[src/rtl/sw_ctrl_pkg.sv]
package sw_ctrl_pkg;
   localparam int NUM_MUX = 3;
   localparam int NUM_IN  = 3;
   localparam int NUM_GPO = 2;
   localparam int NUM_SW  = NUM_MUX * NUM_IN;
   localparam int NUM_CTL = NUM_SW + NUM_GPO;
   localparam int RB_W    = 16;

   typedef logic [NUM_CTL-1:0] ctl_vec_t;

   typedef enum logic [3:0] {
      S_IDLE, S_ADDR, S_AACK_WAIT, S_AACK, S_WR,
      S_WACK_WAIT, S_WACK, S_RD, S_RACK
   } tgt_state_e;

   // Lay the live vector into the 16-bit status word; pad positions stay 0.
   function automatic logic [RB_W-1:0] status_word(input ctl_vec_t v);
      logic [RB_W-1:0] w;
      w = '0;
      for (int m = 0; m < NUM_MUX; m++)
         for (int i = 0; i < NUM_IN; i++)
            w[RB_W-1-4*m-i] = v[NUM_IN*m+i];
      w[3] = v[NUM_SW];
      w[2] = v[NUM_SW+1];
      return w;
   endfunction
endpackage

[src/rtl/sw_line_sync.sv]
module sw_line_sync #(
   parameter int SYNC_STAGES = 2
) (
   input  logic clk,
   input  logic rst_n,
   input  logic scl_i,
   input  logic sda_i,
   output logic sda_s_o,
   output logic scl_rise_o,
   output logic scl_fall_o,
   output logic start_o,
   output logic stop_o
);
   if (SYNC_STAGES < 2) begin : g_bad_stages
      $error("sw_line_sync: SYNC_STAGES must be at least 2");
   end

   logic [SYNC_STAGES-1:0] scl_pipe, sda_pipe;
   logic scl_d, sda_d;
   logic scl_s, sda_s;

   always_ff @(posedge clk or negedge rst_n) begin
      if (!rst_n) begin
         scl_pipe <= '1;
         sda_pipe <= '1;
         scl_d    <= 1'b1;
         sda_d    <= 1'b1;
      end else begin
         scl_pipe <= {scl_pipe[SYNC_STAGES-2:0], scl_i};
         sda_pipe <= {sda_pipe[SYNC_STAGES-2:0], sda_i};
         scl_d    <= scl_s;
         sda_d    <= sda_s;
      end
   end

   assign scl_s      = scl_pipe[SYNC_STAGES-1];
   assign sda_s      = sda_pipe[SYNC_STAGES-1];
   assign sda_s_o    = sda_s;
   assign scl_rise_o = scl_s & ~scl_d;
   assign scl_fall_o = ~scl_s & scl_d;
   assign start_o    = scl_s & scl_d & sda_d & ~sda_s;
   assign stop_o     = scl_s & scl_d & ~sda_d & sda_s;
endmodule

[src/rtl/sw_i2c_target.sv]
module sw_i2c_target
   import sw_ctrl_pkg::*;
#(
   parameter int ADDR_W  = 7,
   parameter int STRAP_W = 3,
   parameter logic [ADDR_W-STRAP_W-1:0] ADDR_FIXED = 4'b1001
) (
   input  logic               clk,
   input  logic               rst_n,
   input  logic               sda_s_i,
   input  logic               scl_rise_i,
   input  logic               scl_fall_i,
   input  logic               start_i,
   input  logic               stop_i,
   input  logic [STRAP_W-1:0] strap_i,
   input  logic [RB_W-1:0]    status_i,
   output logic               sda_oe_o,
   output logic               cmd_valid_o,
   output logic [1:0]         cmd_mux_o,
   output logic [1:0]         cmd_in_o,
   output logic               cmd_val_o,
   output logic               cmd_load_o,
   output logic               cmd_nrst_o
);
   if (ADDR_W != 7) begin : g_bad_addr
      $error("sw_i2c_target: ADDR_W must be 7");
   end
   if (STRAP_W >= ADDR_W) begin : g_bad_strap
      $error("sw_i2c_target: STRAP_W must be below ADDR_W");
   end

   tgt_state_e        state_q;
   logic [3:0]        bitcnt_q;
   logic [ADDR_W-1:0] rxsr_q;
   logic [RB_W-2:0]   txsr_q;
   logic              is_rd_q, phase_q, rd_second_q, oe_q, cmd_v_q;
   logic [4:0]        sel_q;
   logic [1:0]        ctl_q;

   always_ff @(posedge clk or negedge rst_n) begin
      if (!rst_n) begin
         state_q     <= S_IDLE;
         bitcnt_q    <= '0;
         rxsr_q      <= '0;
         txsr_q      <= '0;
         is_rd_q     <= 1'b0;
         phase_q     <= 1'b0;
         rd_second_q <= 1'b0;
         oe_q        <= 1'b0;
         cmd_v_q     <= 1'b0;
         sel_q       <= '0;
         ctl_q       <= '0;
      end else begin
         cmd_v_q <= 1'b0;
         if (start_i) begin
            state_q  <= S_ADDR;
            bitcnt_q <= '0;
            oe_q     <= 1'b0;
            phase_q  <= 1'b0;
         end else if (stop_i) begin
            state_q <= S_IDLE;
            oe_q    <= 1'b0;
         end else begin
            unique case (state_q)
               S_ADDR: if (scl_rise_i) begin
                  rxsr_q <= {rxsr_q[ADDR_W-2:0], sda_s_i};
                  if (bitcnt_q == 4'd7) begin
                     bitcnt_q <= '0;
                     if (rxsr_q == {ADDR_FIXED, strap_i}) begin
                        is_rd_q <= sda_s_i;
                        state_q <= S_AACK_WAIT;
                     end else begin
                        state_q <= S_IDLE;
                     end
                  end else begin
                     bitcnt_q <= bitcnt_q + 4'd1;
                  end
               end
               S_AACK_WAIT: if (scl_fall_i) begin
                  oe_q    <= 1'b1;
                  state_q <= S_AACK;
               end
               S_AACK: if (scl_fall_i) begin
                  bitcnt_q <= '0;
                  if (is_rd_q) begin
                     txsr_q      <= status_i[RB_W-2:0];
                     oe_q        <= ~status_i[RB_W-1];
                     rd_second_q <= 1'b0;
                     state_q     <= S_RD;
                  end else begin
                     oe_q    <= 1'b0;
                     state_q <= S_WR;
                  end
               end
               S_WR: if (scl_rise_i) begin
                  rxsr_q <= {rxsr_q[ADDR_W-2:0], sda_s_i};
                  if (bitcnt_q == 4'd7) begin
                     bitcnt_q <= '0;
                     state_q  <= S_WACK_WAIT;
                     if (!phase_q) begin
                        sel_q   <= {rxsr_q[6:3], sda_s_i};
                        phase_q <= 1'b1;
                     end else begin
                        ctl_q   <= {rxsr_q[0], sda_s_i};
                        cmd_v_q <= 1'b1;
                        phase_q <= 1'b0;
                     end
                  end else begin
                     bitcnt_q <= bitcnt_q + 4'd1;
                  end
               end
               S_WACK_WAIT: if (scl_fall_i) begin
                  oe_q    <= 1'b1;
                  state_q <= S_WACK;
               end
               S_WACK: if (scl_fall_i) begin
                  oe_q    <= 1'b0;
                  state_q <= S_WR;
               end
               S_RD: begin
                  if (scl_rise_i) begin
                     bitcnt_q <= bitcnt_q + 4'd1;
                  end else if (scl_fall_i) begin
                     if (bitcnt_q == 4'd8) begin
                        oe_q     <= 1'b0;
                        bitcnt_q <= '0;
                        state_q  <= S_RACK;
                     end else begin
                        txsr_q <= {txsr_q[RB_W-3:0], 1'b0};
                        oe_q   <= ~txsr_q[RB_W-2];
                     end
                  end
               end
               S_RACK: begin
                  if (scl_rise_i && sda_s_i) begin
                     state_q <= S_IDLE;
                  end else if (scl_fall_i) begin
                     state_q <= S_RD;
                     if (!rd_second_q) begin
                        txsr_q      <= {txsr_q[RB_W-3:0], 1'b0};
                        oe_q        <= ~txsr_q[RB_W-2];
                        rd_second_q <= 1'b1;
                     end else begin
                        txsr_q      <= status_i[RB_W-2:0];
                        oe_q        <= ~status_i[RB_W-1];
                        rd_second_q <= 1'b0;
                     end
                  end
               end
               default: ;
            endcase
         end
      end
   end

   assign sda_oe_o    = oe_q;
   assign cmd_valid_o = cmd_v_q;
   assign cmd_mux_o   = sel_q[4:3];
   assign cmd_in_o    = sel_q[2:1];
   assign cmd_val_o   = sel_q[0];
   assign cmd_load_o  = ctl_q[1];
   assign cmd_nrst_o  = ctl_q[0];

   assert_start_abort_R9: assert property (@(posedge clk) disable iff (!rst_n)
      start_i |=> (state_q == S_ADDR) && !cmd_v_q);
   assert_idle_release_R8: assert property (@(posedge clk) disable iff (!rst_n)
      (state_q == S_IDLE) |-> !oe_q);
   assert_cmd_pulse_R5: assert property (@(posedge clk) disable iff (!rst_n)
      cmd_v_q |=> !cmd_v_q);
endmodule

[src/rtl/sw_bank.sv]
module sw_bank
   import sw_ctrl_pkg::*;
(
   input  logic       clk,
   input  logic       rst_n,
   input  logic       cmd_valid_i,
   input  logic [1:0] cmd_mux_i,
   input  logic [1:0] cmd_in_i,
   input  logic       cmd_val_i,
   input  logic       cmd_load_i,
   input  logic       cmd_nrst_i,
   output ctl_vec_t   live_o
);
   ctl_vec_t shadow_q, live_q, hit, upd;

   for (genvar k = 0; k < NUM_CTL; k++) begin : g_ctl
      if (k < NUM_SW) begin : g_sw
         assign hit[k] = (cmd_mux_i == 2'(k / NUM_IN)) && (cmd_in_i == 2'(k % NUM_IN));
      end else begin : g_gpo
         assign hit[k] = (cmd_mux_i == 2'(NUM_MUX)) && (cmd_in_i == 2'(k - NUM_SW));
      end
      assign upd[k] = hit[k] ? cmd_val_i : shadow_q[k];
   end

   always_ff @(posedge clk or negedge rst_n) begin
      if (!rst_n) begin
         shadow_q <= '0;
         live_q   <= '0;
      end else if (cmd_valid_i) begin
         if (!cmd_nrst_i) begin
            shadow_q <= '0;
            live_q   <= '0;
         end else begin
            shadow_q <= upd;
            if (cmd_load_i) live_q <= upd;
         end
      end
   end

   assign live_o = live_q;

   assert_one_target_R3: assert property (@(posedge clk) disable iff (!rst_n)
      $onehot0(hit));
   assert_stage_only_R4: assert property (@(posedge clk) disable iff (!rst_n)
      cmd_valid_i && cmd_nrst_i && !cmd_load_i |=> $stable(live_q));
   assert_quiet_hold_R4: assert property (@(posedge clk) disable iff (!rst_n)
      !cmd_valid_i |=> $stable(live_q) && $stable(shadow_q));
   assert_commit_copy_R5: assert property (@(posedge clk) disable iff (!rst_n)
      cmd_valid_i && cmd_nrst_i && cmd_load_i |=> live_q == shadow_q);
   assert_soft_clear_R6: assert property (@(posedge clk) disable iff (!rst_n)
      cmd_valid_i && !cmd_nrst_i |=> live_q == '0 && shadow_q == '0);
endmodule

[src/rtl/triplex_switch_ctrl.sv]
module triplex_switch_ctrl
   import sw_ctrl_pkg::*;
#(
   parameter int SYNC_STAGES = 2,
   parameter int ADDR_W      = 7,
   parameter int STRAP_W     = 3,
   parameter logic [ADDR_W-STRAP_W-1:0] ADDR_FIXED = 4'b1001
) (
   input  logic               clk,
   input  logic               rst_n,
   input  logic               scl_i,
   input  logic               sda_i,
   input  logic [STRAP_W-1:0] addr_strap_i,
   output logic               sda_oe_o,
   output logic [NUM_SW-1:0]  sw_close_o,
   output logic [NUM_GPO-1:0] gpo_o
);
   logic sda_s, scl_rise, scl_fall, start, stop;
   logic cmd_valid, cmd_val, cmd_load, cmd_nrst;
   logic [1:0] cmd_mux, cmd_in;
   ctl_vec_t live;
   logic [RB_W-1:0] status;

   sw_line_sync #(.SYNC_STAGES(SYNC_STAGES)) u_sync (
      .clk(clk), .rst_n(rst_n), .scl_i(scl_i), .sda_i(sda_i),
      .sda_s_o(sda_s), .scl_rise_o(scl_rise), .scl_fall_o(scl_fall),
      .start_o(start), .stop_o(stop)
   );

   sw_i2c_target #(.ADDR_W(ADDR_W), .STRAP_W(STRAP_W), .ADDR_FIXED(ADDR_FIXED)) u_tgt (
      .clk(clk), .rst_n(rst_n), .sda_s_i(sda_s), .scl_rise_i(scl_rise),
      .scl_fall_i(scl_fall), .start_i(start), .stop_i(stop),
      .strap_i(addr_strap_i), .status_i(status), .sda_oe_o(sda_oe_o),
      .cmd_valid_o(cmd_valid), .cmd_mux_o(cmd_mux), .cmd_in_o(cmd_in),
      .cmd_val_o(cmd_val), .cmd_load_o(cmd_load), .cmd_nrst_o(cmd_nrst)
   );

   sw_bank u_bank (
      .clk(clk), .rst_n(rst_n), .cmd_valid_i(cmd_valid), .cmd_mux_i(cmd_mux),
      .cmd_in_i(cmd_in), .cmd_val_i(cmd_val), .cmd_load_i(cmd_load),
      .cmd_nrst_i(cmd_nrst), .live_o(live)
   );

   assign status     = status_word(live);
   assign sw_close_o = live[NUM_SW-1:0];
   assign gpo_o      = live[NUM_CTL-1:NUM_SW];
endmodule

[config.mk]
export PLATFORM = sky130hd
export DESIGN_NAME = triplex_switch_ctrl
export DESIGN_NICKNAME = d
export VERILOG_FILES = /design/src/rtl/sw_ctrl_pkg.sv /design/src/rtl/sw_line_sync.sv /design/src/rtl/sw_i2c_target.sv /design/src/rtl/sw_bank.sv /design/src/rtl/triplex_switch_ctrl.sv
export SDC_FILE = /design/constraint.sdc
export NUM_CORES = 1
export LEC_CHECK = 0
export BUFFER_PORTS_ARGS = -buffer_cell sky130_fd_sc_hd__buf_4
export CELL_PAD_IN_SITES_DETAIL_PLACEMENT = 1
export CELL_PAD_IN_SITES_GLOBAL_PLACEMENT = 1
export CORE_ASPECT_RATIO = 1.75
export CORE_MARGIN = 2
export CORE_UTILIZATION = 35
export CTS_BUF_LIST = sky130_fd_sc_hd__clkbuf_2
export DETAILED_ROUTE_END_ITERATION = 12
export PLACE_DENSITY = 0.69
export SLEW_MARGIN = 20
export SYNTH_ARGS = -nofsm -noshare
export SYNTH_HDL_FRONTEND = slang
export SYNTH_SLANG_ARGS = --single-unit
[constraint.sdc]
create_clock -name clk -period 3.6 [get_ports clk]
set_clock_uncertainty 0.15 [all_clocks]
set_input_delay 0.36 -clock clk [delete_from_list [all_inputs] [get_ports clk]]
set_output_delay 0.36 -clock clk [all_outputs]
set_load 0.005 [all_outputs]
**Word-level counts from Yosys, hierarchy flattened**

Index checks and enable logic that the tools add are counted.

- Input bits: 7
- Output and inout port bits: 12
- Bits in registers: 70
- Logic and storage cells: 194

- $add $sub $neg: 1
- Bitwise operators: 16
- Reductions and logical operators: 35
- Muxes and demuxes: 81
- Eq/ne operators: 44

Operators with widths:

| kind | count |
|---|---|
| $mux 15 | 8 |
| $mux 4 | 23 |
| $pmux 15 s3 | 1 |
| $mux 1 | 40 |
| $mux 11 | 3 |
| $ne 4x4->1 const B | 8 |
| $pmux 4 s8 | 1 |
| $ne 4x3->1 const B | 6 |
| $reduce_and 6->1 | 4 |
| $eq 4x3->1 const B | 5 |
| $ne 2x2->1 const B | 7 |
| $reduce_and 13->1 | 1 |
| $logic_and 1x1->1 | 12 |
| $pmux 4 s3 | 1 |
| $reduce_and 10->1 | 1 |
| $reduce_bool 10->1 | 1 |
| $not 1->1 | 9 |
| $eq 4x2->1 const B | 2 |
| $eq 4x4->1 const B | 2 |
| $reduce_and 4->1 | 2 |
| $reduce_and 8->1 | 1 |
| $reduce_bool 2->1 | 4 |
| $and 1x1->1 | 7 |
| $eq 7x7->1 | 1 |
| 20 further kinds | 27 |

**Depth between registers and ports, before layout**

- Word-level depth: 7
- Depth in mapped cells: 8

**Modules after synthesis**

Synthesis repeated with hierarchy kept, for this count alone.

- Cell total of the unflattened synthesis: 354
- Area, all modules: 3776.1 µm²

By module, submodules not included:

| module | instances | area each (µm²) | cells each |
|---|---|---|---|
| sw_i2c_target | 1 | 2388.5 | 244 |
| sw_bank | 1 | 1193.6 | 99 |
| sw_line_sync | 1 | 190.2 | 10 |
| triplex_switch_ctrl | 1 | 3.8 | 1 |

**Worst setup path before layout**

OpenSTA, ideal clock, no wires.

- Path type: flip-flop to flip-flop
- Start point: register u_tgt.state_q[2]
- End point: register u_tgt.txsr_q[6]
- Stages on the path, launching flop included: 8
- Period minus slack after synthesis: 2.017 ns
- Arrival time: 1.735 ns
- Slack: 1.583 ns
- Path buffers: 3
- Cells stage by stage: dfrtp_1 -> buf_6 -> or4b_1 -> buf_2 -> o21bai_4 -> buf_8 -> mux2i_1 -> o21ai_2

- Cells in the longest elaborated chain, start to end: 3
- Elaborated cells on any way between the ends: 13
- Those cells by class: 10 x eq/ne; 1 x mux; 2 x reduce/logical

RTL lines:

| what | line | RTL |
|---|---|---|
| from (decl) | sw_i2c_target.sv:32 | `tgt_state_e state_q;` |
| from (signal assigned) | sw_i2c_target.sv:42 | `state_q <= S_IDLE;` |
| from (signal assigned) | sw_i2c_target.sv:56 | `state_q <= S_ADDR;` |
| from (signal assigned) | sw_i2c_target.sv:61 | `state_q <= S_IDLE;` |
| $eq 4x3->1 (tied with other cells) | sw_i2c_target.sv:64 | `unique case (state_q)` |
| $ne 2x2->1 (no source line) (tied with other cells) | -- |  |
| $reduce_and 10->1 (no source line) | -- |  |
| to (signal assigned) | sw_i2c_target.sv:86 | `txsr_q <= status_i[RB_W-2:0];` |
| to (signal assigned) | sw_i2c_target.sv:129 | `txsr_q <= {txsr_q[RB_W-3:0], 1'b0};` |
| to (signal assigned) | sw_i2c_target.sv:140 | `txsr_q <= {txsr_q[RB_W-3:0], 1'b0};` |
| to (decl) | sw_i2c_target.sv:35 | `logic [RB_W-2:0] txsr_q;` |

Several ways; a longest one is shown, not always the timed one.
A chain may end at the register's enable or synchronous reset.

**Worst setup path after layout**

- Start point: register u_tgt.state_q[1]
- End point: register u_tgt.bitcnt_q[3]

- Cells in the longest elaborated chain, start to end: 5
- Elaborated cells on any way between the ends: 14
- Those cells by class: 8 x eq/ne; 3 x mux; 3 x reduce/logical

RTL lines:

| what | line | RTL |
|---|---|---|
| $eq 4x1->1 or $eq 4x3->1 (tied branches) | sw_i2c_target.sv:64 |  |
| $reduce_or 2->1 (no source line) | -- |  |
| $pmux 4 s3 | sw_i2c_target.sv:64 |  |
| $mux 4 | sw_i2c_target.sv:60 | `end else if (stop_i) begin` |
| $mux 4 | sw_i2c_target.sv:55 | `if (start_i) begin` |
| to (signal assigned) | sw_i2c_target.sv:76 | `bitcnt_q <= bitcnt_q + 4'd1;` |
| to (signal assigned) | sw_i2c_target.sv:109 | `bitcnt_q <= bitcnt_q + 4'd1;` |
| to (signal assigned) | sw_i2c_target.sv:122 | `bitcnt_q <= bitcnt_q + 4'd1;` |
| to (decl) | sw_i2c_target.sv:33 | `logic [3:0] bitcnt_q;` |

Several ways; a longest one is shown, not always the timed one. The select of a mux whose other input is x is not followed.

==> metrics.txt <==
Layout Cells excl Fill 487; Seq pwr share 51.5%; Die Wd 80.1 um; Ys Warns 0; Async S/R FF share, synth 100%; core area 9850 um2; Sum Neg Setup Slack 0 ns; RSZ-0062 raised after global routing no; GRT Total Usage 15.4%; fin crit period 2.42 ns; drt drc 0; Reg clk slew, reported paths 0.21 ns; Final GP Congestion 0.797; number of flops mapped to enable cells by yosys 0; 1st-pass router iterations 4; synthesized cell area 3540 um2; total wire length 7730 um; P_leak 1.59 nW; Port-buffer cells 18; CP Launch Type register; switching share of power 36.0%; Die Y 137 um; postcts setup bufs 0; DR vias/cell 5.36; worst hold margin 0.210 ns; DP Worst Slack 1.21 ns; # setup viols final 0; CTS tree yes; highest clock rate 413 MHz; Post-Place Cells 467; Slew Limit Fails 0; PwrDens 491 nW/um2; CTS H-tree lvls 3; vias after detailed routing 2608; Internal 1.22 mW; total CTS buffers 9; HPWL after DPL 5480 um; Final Util 39.5%; post-route cell area 3890 um2; Gate Count Post-Synth 342; CP max FO 21; hold_buf cts 3; pin count of the biggest net entering global routing 69; post-synthesis register bit count 68; io pins 19; latest clock arrival within the worst-skew pair 0.51 ns; Final Hold Viols 0; Data required, critical path 3.90 ns; CTS root buffer clkbuf_2; CP arrival 2.72 ns; antenna violations before repair 1; nets 365; mean post-synth cell area 10.4 um2; share of cells above drive strength 1 22.2%; clock power share 23.3%; Tcrit/Tclk final 67.2%; final worst slack 1.18 ns; WL per Instance 15.9 um; Area after DPL 3750 um2; crit end category register; Antenna Nets Post-Route 0; Area Growth Syn to Fin 9.74%; Worst-Margin Slew 0.858 ns; combinational share of power 25.1%; global-route wire length before repair 13200 um; Yosys cell types 58; dominant synthesized flop cell dfrtp_1; clk sinks 68; clock tree buffer depth 2; number of fill cells 1127; initial core utilization 36.0%; Worst VDD drop 0.178 mV; Die ar. 11000 um2; total grt overflow 0; DRT iter0 DRCs 100; run status completed; PostCTS Resize Cnt 0; worst hold path class reg -> reg; vias in the first global route 2696; Placement Rows 48; Post-Synthesis Net Count 351; P_sw 0.687 mW; MaxCap Viol Count 0; register area share after synthesis 48.2%; CP Class reg -> reg; Rel. slew slack 42.8%; final total power 1.91 mW
synthesized netlist by cell type (all sizes together) (3+ instances only):
library cell,number,area share (%)
nor2b,4,0.71
inv,7,0.74
xnor2,3,0.74
dfstp,6,4.4
a21oi,12,1.7
a211oi,3,0.78
o21ai,24,4.0
clkbuf,7,0.74
nand4,3,0.53
dfrtp,62,44
nand2b,10,1.8
o31ai,13,2.8
nand3,6,0.85
nand3b,5,1.1
nor3,8,1.1
buf,13,2.3
nor2,25,2.6
mux2i,21,5.9
nand2,43,4.6
mux2,26,8.3
cell type report:
class | instances | area (um2) | area share [%]
Clock inverter | 7 | 66.3 | 1.70
Antenna cell | 1 | 2.50 | 0.0643
Inverter | 7 | 26.3 | 0.675
Multi-Input combinational cell | 247 | 1700 | 43.8
Tap cell | 125 | 156 | 4.02
Clock buffer | 9 | 45.0 | 1.16
Timing Repair Buffer | 23 | 180 | 4.63
Sequential cell | 68 | 1710 | 43.9
state kept, by name (all words and copies together), names as in the netlist, 4 cells and up:
signal and flops:
u_tgt.state_q 4, u_bank.shadow_q 11, u_bank.live_o 11, u_tgt.sel_q 5, u_tgt.rxsr_q 7, u_tgt.bitcnt_q 4, u_tgt.txsr_q 13
critical path, stage by stage, from the launching register on:
cell and delay, ns:
dfrtp_1 0.79, and4b_1 0.45, nand2_1 0.14, o31a_1 0.18, or4b_1 0.53, o211ai_1 0.10
power groups by stage:
stage	Sequential (mW)	Clock, mW	Combinational (mW)
floorplan	0.900	0	0.456
global placement	0.991	0	0.467
detailed placement	0.999	0	0.486
CTS	0.983	0.466	0.490
global route	1.00	0.497	0.538
finish	0.984	0.446	0.480
final timing paths:
| path | from | end | slack [ns] | cells after the start |
|---|---|---|---|---|
| max | u_tgt.state_q[1]$_DFFE_PN0P_ | u_tgt.bitcnt_q[3]$_DFFE_PN0P_ | 1.18 | 5 |
| min | u_sync.scl_pipe[0]$_DFF_PN1_ | u_sync.scl_pipe[1]$_DFF_PN1_ | 0.21 | 0 |
| max reg2reg | u_tgt.state_q[1]$_DFFE_PN0P_ | u_tgt.bitcnt_q[3]$_DFFE_PN0P_ | 1.18 | 5 |
| min reg2reg | u_sync.scl_pipe[0]$_DFF_PN1_ | u_sync.scl_pipe[1]$_DFF_PN1_ | 0.21 | 0 |
| max in group asynchronous | rst_n | u_tgt.rxsr_q[0]$_DFFE_PN0P_ | 2.41 | 2 |
| min in group asynchronous | rst_n | u_tgt.txsr_q[8]$_DFFE_PN0P_ | 0.30 | 2 |
metal layers:
metal	global-route usage (%)	vias up	wire length, um
met4	7.34	0	202
met2	26.0	28	4080
li1	-	1251	-
met1	18.5	1316	3260
met5	0	-	0
met3	3.36	13	186
cells by family (layout without fill, tap and decap cells):
kind of cell               count (synthesis)  after routing  synth area share, %
and+or+nand+nor                          122            122                 17.5
adders and majority gates                  2              2                0.706
xor gates and xnor gates                   5              5                 1.24
other                                      0              1                    0
AOI/OAI and AO/OA                         71             71                 14.4
DFF                                       68             68                 48.2
muxes                                     47             47                 14.2
buffers and inverters                     27             46                 3.81
placed cells by master, fill, tap and decap left out, drive strengths merged, types with 4 or more instances in the layout:
cell / Yosys / layout
mux2i: 21 / 21
nor2: 25 / 25
buf: 13 / 20
nand2b: 10 / 10
nor2b: 4 / 4
dfrtp: 62 / 62
mux2: 26 / 26
nand3b: 5 / 5
inv: 7 / 8
a21oi: 12 / 12
nand2: 43 / 43
nand3: 6 / 6
clkbuf: 7 / 9
o21ai: 24 / 24
nor3: 8 / 8
o31ai: 13 / 13
dfstp: 6 / 6
(Power assumes the default switching activity.)
